`src/rtl/rxaf_pkg.sv`:
```
package rxaf_pkg;

    typedef enum logic [1:0] {
        S_IDLE   = 2'd0,
        S_ADDR   = 2'd1,
        S_REPORT = 2'd2
    } rxaf_state_e;

    localparam logic [31:0] CRC_POLY   = 32'h04C1_1DB7;
    localparam logic [31:0] CRC_PRESET = 32'hFFFF_FFFF;

    localparam logic [7:0] GRP_B0  = 8'h01;
    localparam logic [7:0] GRP_B1  = 8'h00;
    localparam logic [7:0] GRP_B2  = 8'h5E;
    localparam logic [7:0] ALL_ONE = 8'hFF;

endpackage

```
`src/rtl/rxaf_crc_hash.sv`:
```
module rxaf_crc_hash
    import rxaf_pkg::*;
#(
    parameter int HASH_W = 6
) (
    input  logic              clk,
    input  logic              rst_n,
    input  logic              clear_i,
    input  logic              fold_i,
    input  logic [7:0]        byte_i,
    output logic [HASH_W-1:0] idx_o
);
    logic [31:0] crc_q;
    logic [31:0] crc_d;
    logic [7:0]  top_inv;

    // One byte per step, shifted through the register LSB first
    always_comb begin
        crc_d = crc_q;
        for (int i = 0; i < 8; i++) begin
            if (crc_d[31] ^ byte_i[i]) begin
                crc_d = {crc_d[30:0], 1'b0} ^ CRC_POLY;
            end else begin
                crc_d = {crc_d[30:0], 1'b0};
            end
        end
    end

    always_ff @(posedge clk or negedge rst_n) begin
        if (!rst_n) begin
            crc_q <= CRC_PRESET;
        end else if (clear_i) begin
            crc_q <= CRC_PRESET;
        end else if (fold_i) begin
            crc_q <= crc_d;
        end
    end

    // Inverted top byte, reversed, upper HASH_W bits of the reversal
    always_comb begin
        top_inv = ~crc_q[31:24];
        for (int k = 0; k < HASH_W; k++) begin
            idx_o[k] = top_inv[(8 - HASH_W) + (HASH_W - 1) - k - (8 - HASH_W)];
        end
    end

endmodule

```
`src/rtl/rxaf_addr_match.sv`:
```
module rxaf_addr_match
    import rxaf_pkg::*;
#(
    parameter int ADDR_BYTES = 6,
    localparam int POS_W     = $clog2(ADDR_BYTES + 1)
) (
    input  logic                    clk,
    input  logic                    rst_n,
    input  logic                    clear_i,
    input  logic                    take_i,
    input  logic [POS_W-1:0]        pos_i,
    input  logic [7:0]              byte_i,
    input  logic [8*ADDR_BYTES-1:0] station_i,
    output logic                    is_bcast_o,
    output logic                    is_mcast_o,
    output logic                    station_hit_o
);
    logic       bc_q, mc_q, st_q;
    logic [7:0] st_byte;
    logic       mc_ok;

    // Station byte for this position, first byte in the top lane
    always_comb begin
        st_byte = '0;
        for (int k = 0; k < ADDR_BYTES; k++) begin
            if (pos_i == POS_W'(k)) begin
                st_byte = station_i[(ADDR_BYTES-1-k)*8 +: 8];
            end
        end
    end

    // Group prefix check, position dependent
    always_comb begin
        unique case (pos_i)
            POS_W'(0): mc_ok = (byte_i == GRP_B0);
            POS_W'(1): mc_ok = (byte_i == GRP_B1);
            POS_W'(2): mc_ok = (byte_i == GRP_B2);
            POS_W'(3): mc_ok = ~byte_i[7];
            default:   mc_ok = 1'b1;
        endcase
    end

    always_ff @(posedge clk or negedge rst_n) begin
        if (!rst_n) begin
            bc_q <= 1'b0;
            mc_q <= 1'b0;
            st_q <= 1'b0;
        end else if (clear_i) begin
            bc_q <= 1'b1;
            mc_q <= 1'b1;
            st_q <= 1'b1;
        end else if (take_i) begin
            bc_q <= bc_q & (byte_i == ALL_ONE);
            mc_q <= mc_q & mc_ok;
            st_q <= st_q & (byte_i == st_byte);
        end
    end

    assign is_bcast_o    = bc_q;
    assign is_mcast_o    = mc_q;
    assign station_hit_o = st_q;

endmodule

```
`src/rtl/rxaf_decide.sv`:
```
module rxaf_decide #(
    parameter int HASH_W = 6,
    parameter int WORD_W = 32
) (
    input  logic              is_bcast_i,
    input  logic              is_mcast_i,
    input  logic              station_hit_i,
    input  logic [HASH_W-1:0] idx_i,
    input  logic [WORD_W-1:0] tbl_lo_i,
    input  logic [WORD_W-1:0] tbl_hi_i,
    input  logic              rx_all_i,
    input  logic              acc_bcast_i,
    input  logic              acc_mcast_all_i,
    input  logic              hash_en_i,
    output logic              accept_o
);
    localparam int BIT_W = $clog2(WORD_W);

    logic [WORD_W-1:0] word;
    logic              tbl_hit;

    always_comb begin
        word    = idx_i[HASH_W-1] ? tbl_hi_i : tbl_lo_i;
        tbl_hit = word[idx_i[BIT_W-1:0]];
        if (is_bcast_i) begin
            accept_o = rx_all_i | acc_bcast_i;
        end else if (is_mcast_i) begin
            accept_o = rx_all_i | acc_mcast_all_i | (hash_en_i & tbl_hit);
        end else begin
            accept_o = rx_all_i | station_hit_i;
        end
    end

endmodule

```
`src/rtl/rxaf_filter.sv`:
```
module rxaf_filter
    import rxaf_pkg::*;
#(
    parameter int ADDR_BYTES = 6,
    parameter int FOLD_GIG   = 5,
    parameter int HASH_W     = 6,
    parameter int WORD_W     = 32
) (
    input  logic        clk,
    input  logic        rst_n,
    input  logic        start_i,
    input  logic        byte_valid_i,
    input  logic [7:0]  byte_i,
    input  logic [47:0] station_addr_i,
    input  logic [31:0] hash_lo_i,
    input  logic [31:0] hash_hi_i,
    input  logic        rx_all_i,
    input  logic        acc_bcast_i,
    input  logic        acc_mcast_all_i,
    input  logic        hash_en_i,
    input  logic        gig_mode_i,
    output logic        done_o,
    output logic        accept_o,
    output logic        bcast_o,
    output logic        mcast_o,
    output logic [5:0]  hash_idx_o
);
    localparam int CNT_W = $clog2(ADDR_BYTES + 1);

    rxaf_state_e      state_q, state_d;
    logic [CNT_W-1:0] cnt_q;
    logic [CNT_W-1:0] fold_lim;
    logic             take, fold, full;
    logic             is_bc, is_mc, st_hit, verdict;
    logic [5:0]       idx;

    assign take     = (state_q == S_ADDR) && byte_valid_i && !start_i;
    assign fold_lim = gig_mode_i ? CNT_W'(FOLD_GIG) : CNT_W'(ADDR_BYTES);
    assign fold     = take && (cnt_q < fold_lim);
    assign full     = (cnt_q == CNT_W'(ADDR_BYTES));

    always_comb begin
        state_d = state_q;
        unique case (state_q)
            S_IDLE: begin
                if (start_i) state_d = S_ADDR;
            end
            S_ADDR: begin
                if (start_i) begin
                    state_d = S_ADDR;
                end else if (take && cnt_q == CNT_W'(ADDR_BYTES - 1)) begin
                    state_d = S_REPORT;
                end
            end
            S_REPORT: begin
                state_d = start_i ? S_ADDR : S_IDLE;
            end
            default: state_d = S_IDLE;
        endcase
    end

    always_ff @(posedge clk or negedge rst_n) begin
        if (!rst_n) begin
            state_q <= S_IDLE;
            cnt_q   <= '0;
        end else begin
            state_q <= state_d;
            if (start_i) begin
                cnt_q <= '0;
            end else if (take) begin
                cnt_q <= cnt_q + 1'b1;
            end
        end
    end

    rxaf_crc_hash #(.HASH_W(HASH_W)) u_hash (
        .clk     (clk),
        .rst_n   (rst_n),
        .clear_i (start_i),
        .fold_i  (fold),
        .byte_i  (byte_i),
        .idx_o   (idx)
    );

    rxaf_addr_match #(.ADDR_BYTES(ADDR_BYTES)) u_match (
        .clk           (clk),
        .rst_n         (rst_n),
        .clear_i       (start_i),
        .take_i        (take),
        .pos_i         (cnt_q),
        .byte_i        (byte_i),
        .station_i     (station_addr_i),
        .is_bcast_o    (is_bc),
        .is_mcast_o    (is_mc),
        .station_hit_o (st_hit)
    );

    rxaf_decide #(.HASH_W(HASH_W), .WORD_W(WORD_W)) u_decide (
        .is_bcast_i      (is_bc),
        .is_mcast_i      (is_mc),
        .station_hit_i   (st_hit),
        .idx_i           (idx),
        .tbl_lo_i        (hash_lo_i),
        .tbl_hi_i        (hash_hi_i),
        .rx_all_i        (rx_all_i),
        .acc_bcast_i     (acc_bcast_i),
        .acc_mcast_all_i (acc_mcast_all_i),
        .hash_en_i       (hash_en_i),
        .accept_o        (verdict)
    );

    always_comb begin
        done_o     = (state_q == S_REPORT);
        accept_o   = full & verdict;
        bcast_o    = full & is_bc;
        mcast_o    = full & is_mc;
        hash_idx_o = full ? idx : '0;
    end

endmodule

```
`config.mk`:
```
export PLATFORM = sky130hd
export DESIGN_NAME = rxaf_filter
export DESIGN_NICKNAME = d
export VERILOG_FILES = /design/src/rtl/rxaf_pkg.sv /design/src/rtl/rxaf_crc_hash.sv /design/src/rtl/rxaf_addr_match.sv /design/src/rtl/rxaf_decide.sv /design/src/rtl/rxaf_filter.sv
export SDC_FILE = /design/constraint.sdc
export NUM_CORES = 1
export LEC_CHECK = 0
export BUFFER_PORTS_ARGS = -buffer_cell sky130_fd_sc_hd__buf_2
export CAP_MARGIN = 0
export CORE_MARGIN = 5
export CORE_UTILIZATION = 35
export DETAILED_ROUTE_END_ITERATION = 7
export SYNTH_ARGS = -nofsm -noshare
export SYNTH_HDL_FRONTEND = slang
export SYNTH_HIERARCHICAL = 1
export SYNTH_SLANG_ARGS = --single-unit
```
`constraint.sdc`:
```
create_clock -name clk -period 5.8 [get_ports clk]
set_input_delay 0.87 -clock clk [delete_from_list [all_inputs] [get_ports clk]]
set_output_delay 0.87 -clock clk [all_outputs]
set_load 0.03 [all_outputs]
```
==> Implementation_results.wiki <==
{| class="wikitable"
! Metric !! Value
|-
| CTS H-tree depth || 2
|-
| Area of the placeable core || roughly 11000 um2
|-
| Vias in the first global route || around 3400
|-
| Final min period || approximately 4.2 ns
|-
| Number of distinct library cells after synthesis || a little under 70
|-
| Worst slew margin relative to its limit || around two fifths
|-
| Post-layout net count || roughly 640
|-
| Total overflow reported by the global router || 0
|-
| Global-route wire length before repair || roughly 17000 um
|-
| Share of post-route cells with drive strength above 1 || a little under half
|-
| Final design instance area without fill || a little under 5000 um2
|-
| End of the worst hold path || state_q[0]
|-
| Wire length per cell after detailed routing || around 18 um
|-
| Area post-placement || about 4700 um2
|-
| DP HPWL || 8850 um
|-
| Synthesized area per cell || about 10 um2
|-
| Largest fanout on the critical path || 16
|-
| Die width || between 100 and 150 um
|-
| Worst Clk Skew || between 0.003 and 0.004 ns
|-
| Post-detailed-routing wire length || 11300 um
|-
| Worst hold slack || a little over 0.5 ns
|-
| Least-Margin Pin Slew || 0.898 ns
|-
| Number of CTS-inserted buffers || 5
|-
| Antenna violations before repair || 0
|-
| Number of synthesized flops with an enable pin || 0
|-
| R2R depth || 7
|-
| Leakage dissipation || approximately 2.1 nW
|-
| Post-DRT Antenna Nets || 0
|-
| Required time of the critical path || just under 5 ns
|-
| Clock Pin Slew Worst Setup and Hold Paths || approximately 0.06 ns
|-
| Endpoint class of the critical path || output port
|-
| Antenna cells || 0
|-
| Arrival time worst endpoint || 3.38 ns
|-
| Setup Slack @ Placement || 1.85 ns
|-
| Most area-consuming cells after synthesis || sky130_fd_sc_hd__dfstp_2 21%, sky130_fd_sc_hd__xnor2_1 11%, sky130_fd_sc_hd__mux4_2 8.5%
|-
| Critical path class || reg -> out
|-
| Root buffer cell || sky130_fd_sc_hd__clkbuf_16
|-
| Standard cell with the maximum stage delay on the critical path || sky130_fd_sc_hd__mux4_1
|-
| Buffer count from post-CTS setup fixing || 0
|-
| Post-synth net total || between 500 and 600
|-
| Share of the clock period used by the worst path after layout || 73.3%
|-
| First-pass iteration count of the detailed router || 4
|-
| Hold path cells || 1
|-
| Fillers || roughly 1100
|-
| Initial DRC count || 200
|-
| RR Endpoint || u_hash/crc_q[13]
|-
| Power density over the cells || around 260 nW/um2
|-
| P&R area growth vs syn || 22.9%
|-
| Maximum number of pins on one net before global-route repair || 60
|-
| Total vias in the final route || ~3400
|-
| Total die area || between 10000 and 15000 um2
|-
| Run status || complete, no violations
|-
| Synthesized flop and latch total || 40
|-
| Startpoint of the worst hold path || state_q[1]
|-
| Portion of synthesized cell area occupied by the leading cell type || a little over a fifth
|-
| Vias per cell || ~5.3
|-
| Register area || roughly 1000 um2
|-
| Clk_lat worst skew || roughly 0.28 ns
|-
| Async set or reset register ratio after synthesis || between 90% and 100%
|-
| Minimum setup slack among reg-to-reg paths || between 3 and 4 ns
|-
| Remaining design rule violation count || 0
|-
| Number of max-capacitance violations reported || 0
|-
| Vertical extent of the die || between 100 and 150 um
|-
| Netlist area before placement || between 3000 and 4000 um2
|-
| Routability congestion estimate || a little over 0.8
|-
| Global-route total usage across every layer || between 15 and 20%
|-
| Worst setup margin || between 1.5 and 2 ns
|-
| Critical R2R Launch || cnt_q[1]
|-
| Clock tree from TritonCTS || built
|-
| Total negative setup slack || 0 ns
|-
| Number of cells produced by synthesis || 381
|-
| Post-cts gate resize count || 0
|-
| Count of yosys warnings during synthesis || 6
|-
| I/O pin count || between 100 and 150
|-
| Area leader, netlist || sky130_fd_sc_hd__dfstp_2
|-
| Largest vdd supply drop || between 0.1 and 0.15 mV
|-
| Final hold violation count || 0
|-
| Flip-flop cell with the highest count after synthesis || sky130_fd_sc_hd__dfstp_2
|-
| Largest stage delay, worst path || ~0.65 ns
|-
| Setup violations, final || 0
|-
| Number of port buffers || between 100 and 150
|-
| Clock tree buffer depth || 2
|-
| Pins Over Slew Limit || 0
|-
| Effective utilization at floorplan || a little over a third
|-
| Unrepaired setup endpoints after global routing || false
|-
| Cell-by-cell listing of the critical path || inv_1 > mux4_1 > mux4_2 > o2111ai_2 > a21oi_1 > or4_1 > and3_1 > buf_2
|-
| Family of cells with the greatest summed delay on the critical path || multiplexers
|-
| # hold bufs at CTS || 0
|-
| Sink Count || 40
|-
| Peak Freq || 235 MHz
|-
| Combined area of the multi-input logic cells || 2720 um2
|-
| Buffers plus inverters on the worst setup path || 2
|-
| Worst hold path type || reg -> reg
|-
| Row count || 38
|-
| CP startpoint kind || register
|-
| Sequential-to-total area share from yosys stat || between 20% and 30%
|}
## where the power goes
| part | internal (mW) | switching [mW] |
|---|---|---|
| clock | 0.202 | 0.112 |
| combinational | 0.305 | 0.291 |
| sequential | 0.329 | 0.0272 |
| total | 0.835 | 0.430 |
## metal layers
| metal | track usage [%] | wire length (um) | vias up | part of all wire (%) |
|---|---|---|---|---|
| li1 | - | - | 1610 | - |
| met1 | 19.7 | 4530 | 1661 | 40 |
| met2 | 27.9 | 5660 | 128 | 50 |
| met3 | 2.80 | 993 | 11 | 8.8 |
| met4 | 4.25 | 142 | 0 | 1.3 |
| met5 | 0 | 0 | - | 0 |
## placed cells by master, fill, tap and decap left out, types with 3 or more instances in the layout
cell,Yosys,final
sky130_fd_sc_hd__buf_2,1,138
sky130_fd_sc_hd__xnor2_1,50,50
sky130_fd_sc_hd__nor2_1,32,32
sky130_fd_sc_hd__dfstp_2,32,32
sky130_fd_sc_hd__a21oi_1,20,20
sky130_fd_sc_hd__mux2i_1,18,18
sky130_fd_sc_hd__inv_1,17,17
sky130_fd_sc_hd__nor2b_1,17,17
sky130_fd_sc_hd__mux4_2,15,15
sky130_fd_sc_hd__xor2_1,15,15
sky130_fd_sc_hd__or2_2,13,13
sky130_fd_sc_hd__a211o_1,13,13
sky130_fd_sc_hd__and3_1,11,11
sky130_fd_sc_hd__o21ai_0,9,9
sky130_fd_sc_hd__xnor2_2,9,9
sky130_fd_sc_hd__dfrtp_1,8,8
sky130_fd_sc_hd__mux4_1,7,7
sky130_fd_sc_hd__clkbuf_16,0,5
sky130_fd_sc_hd__mux2_2,4,4
sky130_fd_sc_hd__ha_1,4,4
sky130_fd_sc_hd__nor3_1,4,4
sky130_fd_sc_hd__o22ai_1,4,4
sky130_fd_sc_hd__nand2_1,3,3
## through the flow
step	total power [mW]	std cells	utilization, %
2_1_floorplan	0.824	381	-
3_3_place_gp	0.944	637	42.9
3_5_place_dp	0.957	637	42.9
4_1_cts	1.28	645	44.4
5_1_grt	1.34	645	44.4
6_report	1.27	645	44.4
## cell usage after synthesis, drive strengths merged, types with 2 or more instances
library cell	number
dfrtp	8
and3	11
nor2	32
a2111oi	2
a311o	2
a211oi	2
mux2	5
inv	17
a21oi	21
buf	7
clkbuf	17
nand2b	3
nand3	2
ha	4
a21o	2
xor2	18
o21bai	2
o21ai	11
nor4	2
or2	14
nor2b	17
nand2	3
o221ai	2
dfstp	32
xnor2	60
a211o	13
mux2i	18
nor3	4
and4bb	2
and2b	2
o22ai	4
mux4	22
## logic make-up (layout without fill, tap and decap cells)
family / count (synthesis) / count (layout) / synth area share [%]
xor gates and xnor gates: 79 / 79 / 20.8
AOI/OAI and AO/OA: 70 / 70 / 12.5
muxes: 45 / 45 / 19.1
buffers and inverters: 41 / 165 / 5.14
DFF: 40 / 40 / 26.2
adders and majority gates: 4 / 4 / 1.26
and+or+nand+nor: 102 / 102 / 14.9
## worst max-delay path by stage
| stage | startpoint | endpoint | slack (ns) | depth (start not counted) |
|---|---|---|---|---|
| after floorplan | hash_lo_i[11] | accept_o | 2.18 | 6 |
| after global placement | u_hash/crc_q[28] | accept_o | 1.93 | 8 |
| after detailed placement | u_hash/crc_q[28] | accept_o | 1.85 | 8 |
| after CTS | u_hash/crc_q[28] | accept_o | 1.55 | 8 |
| after global routing | u_hash/crc_q[28] | accept_o | 1.40 | 8 |
| final | u_hash/crc_q[28] | accept_o | 1.55 | 8 |
## registers in the layout, summed over array words and instances, names as in the netlist
signal	count
u_hash/crc_q	32
u_match/is_mcast_o	1
cnt_q	3
state_q	2
u_match/station_hit_o	1
u_match/is_bcast_o	1
## area by class of cell
type / instances / area share [%]
inverter: 17 / 1.31
sequential: 40 / 21.3
clock inverter: 3 / 0.872
clock buffer: 5 / 2.57
multi-input combinational: 300 / 55.8
timing repair buffer: 140 / 14.5
tap: 140 / 3.59
Note: power is estimated with default switching activity, not from simulation.
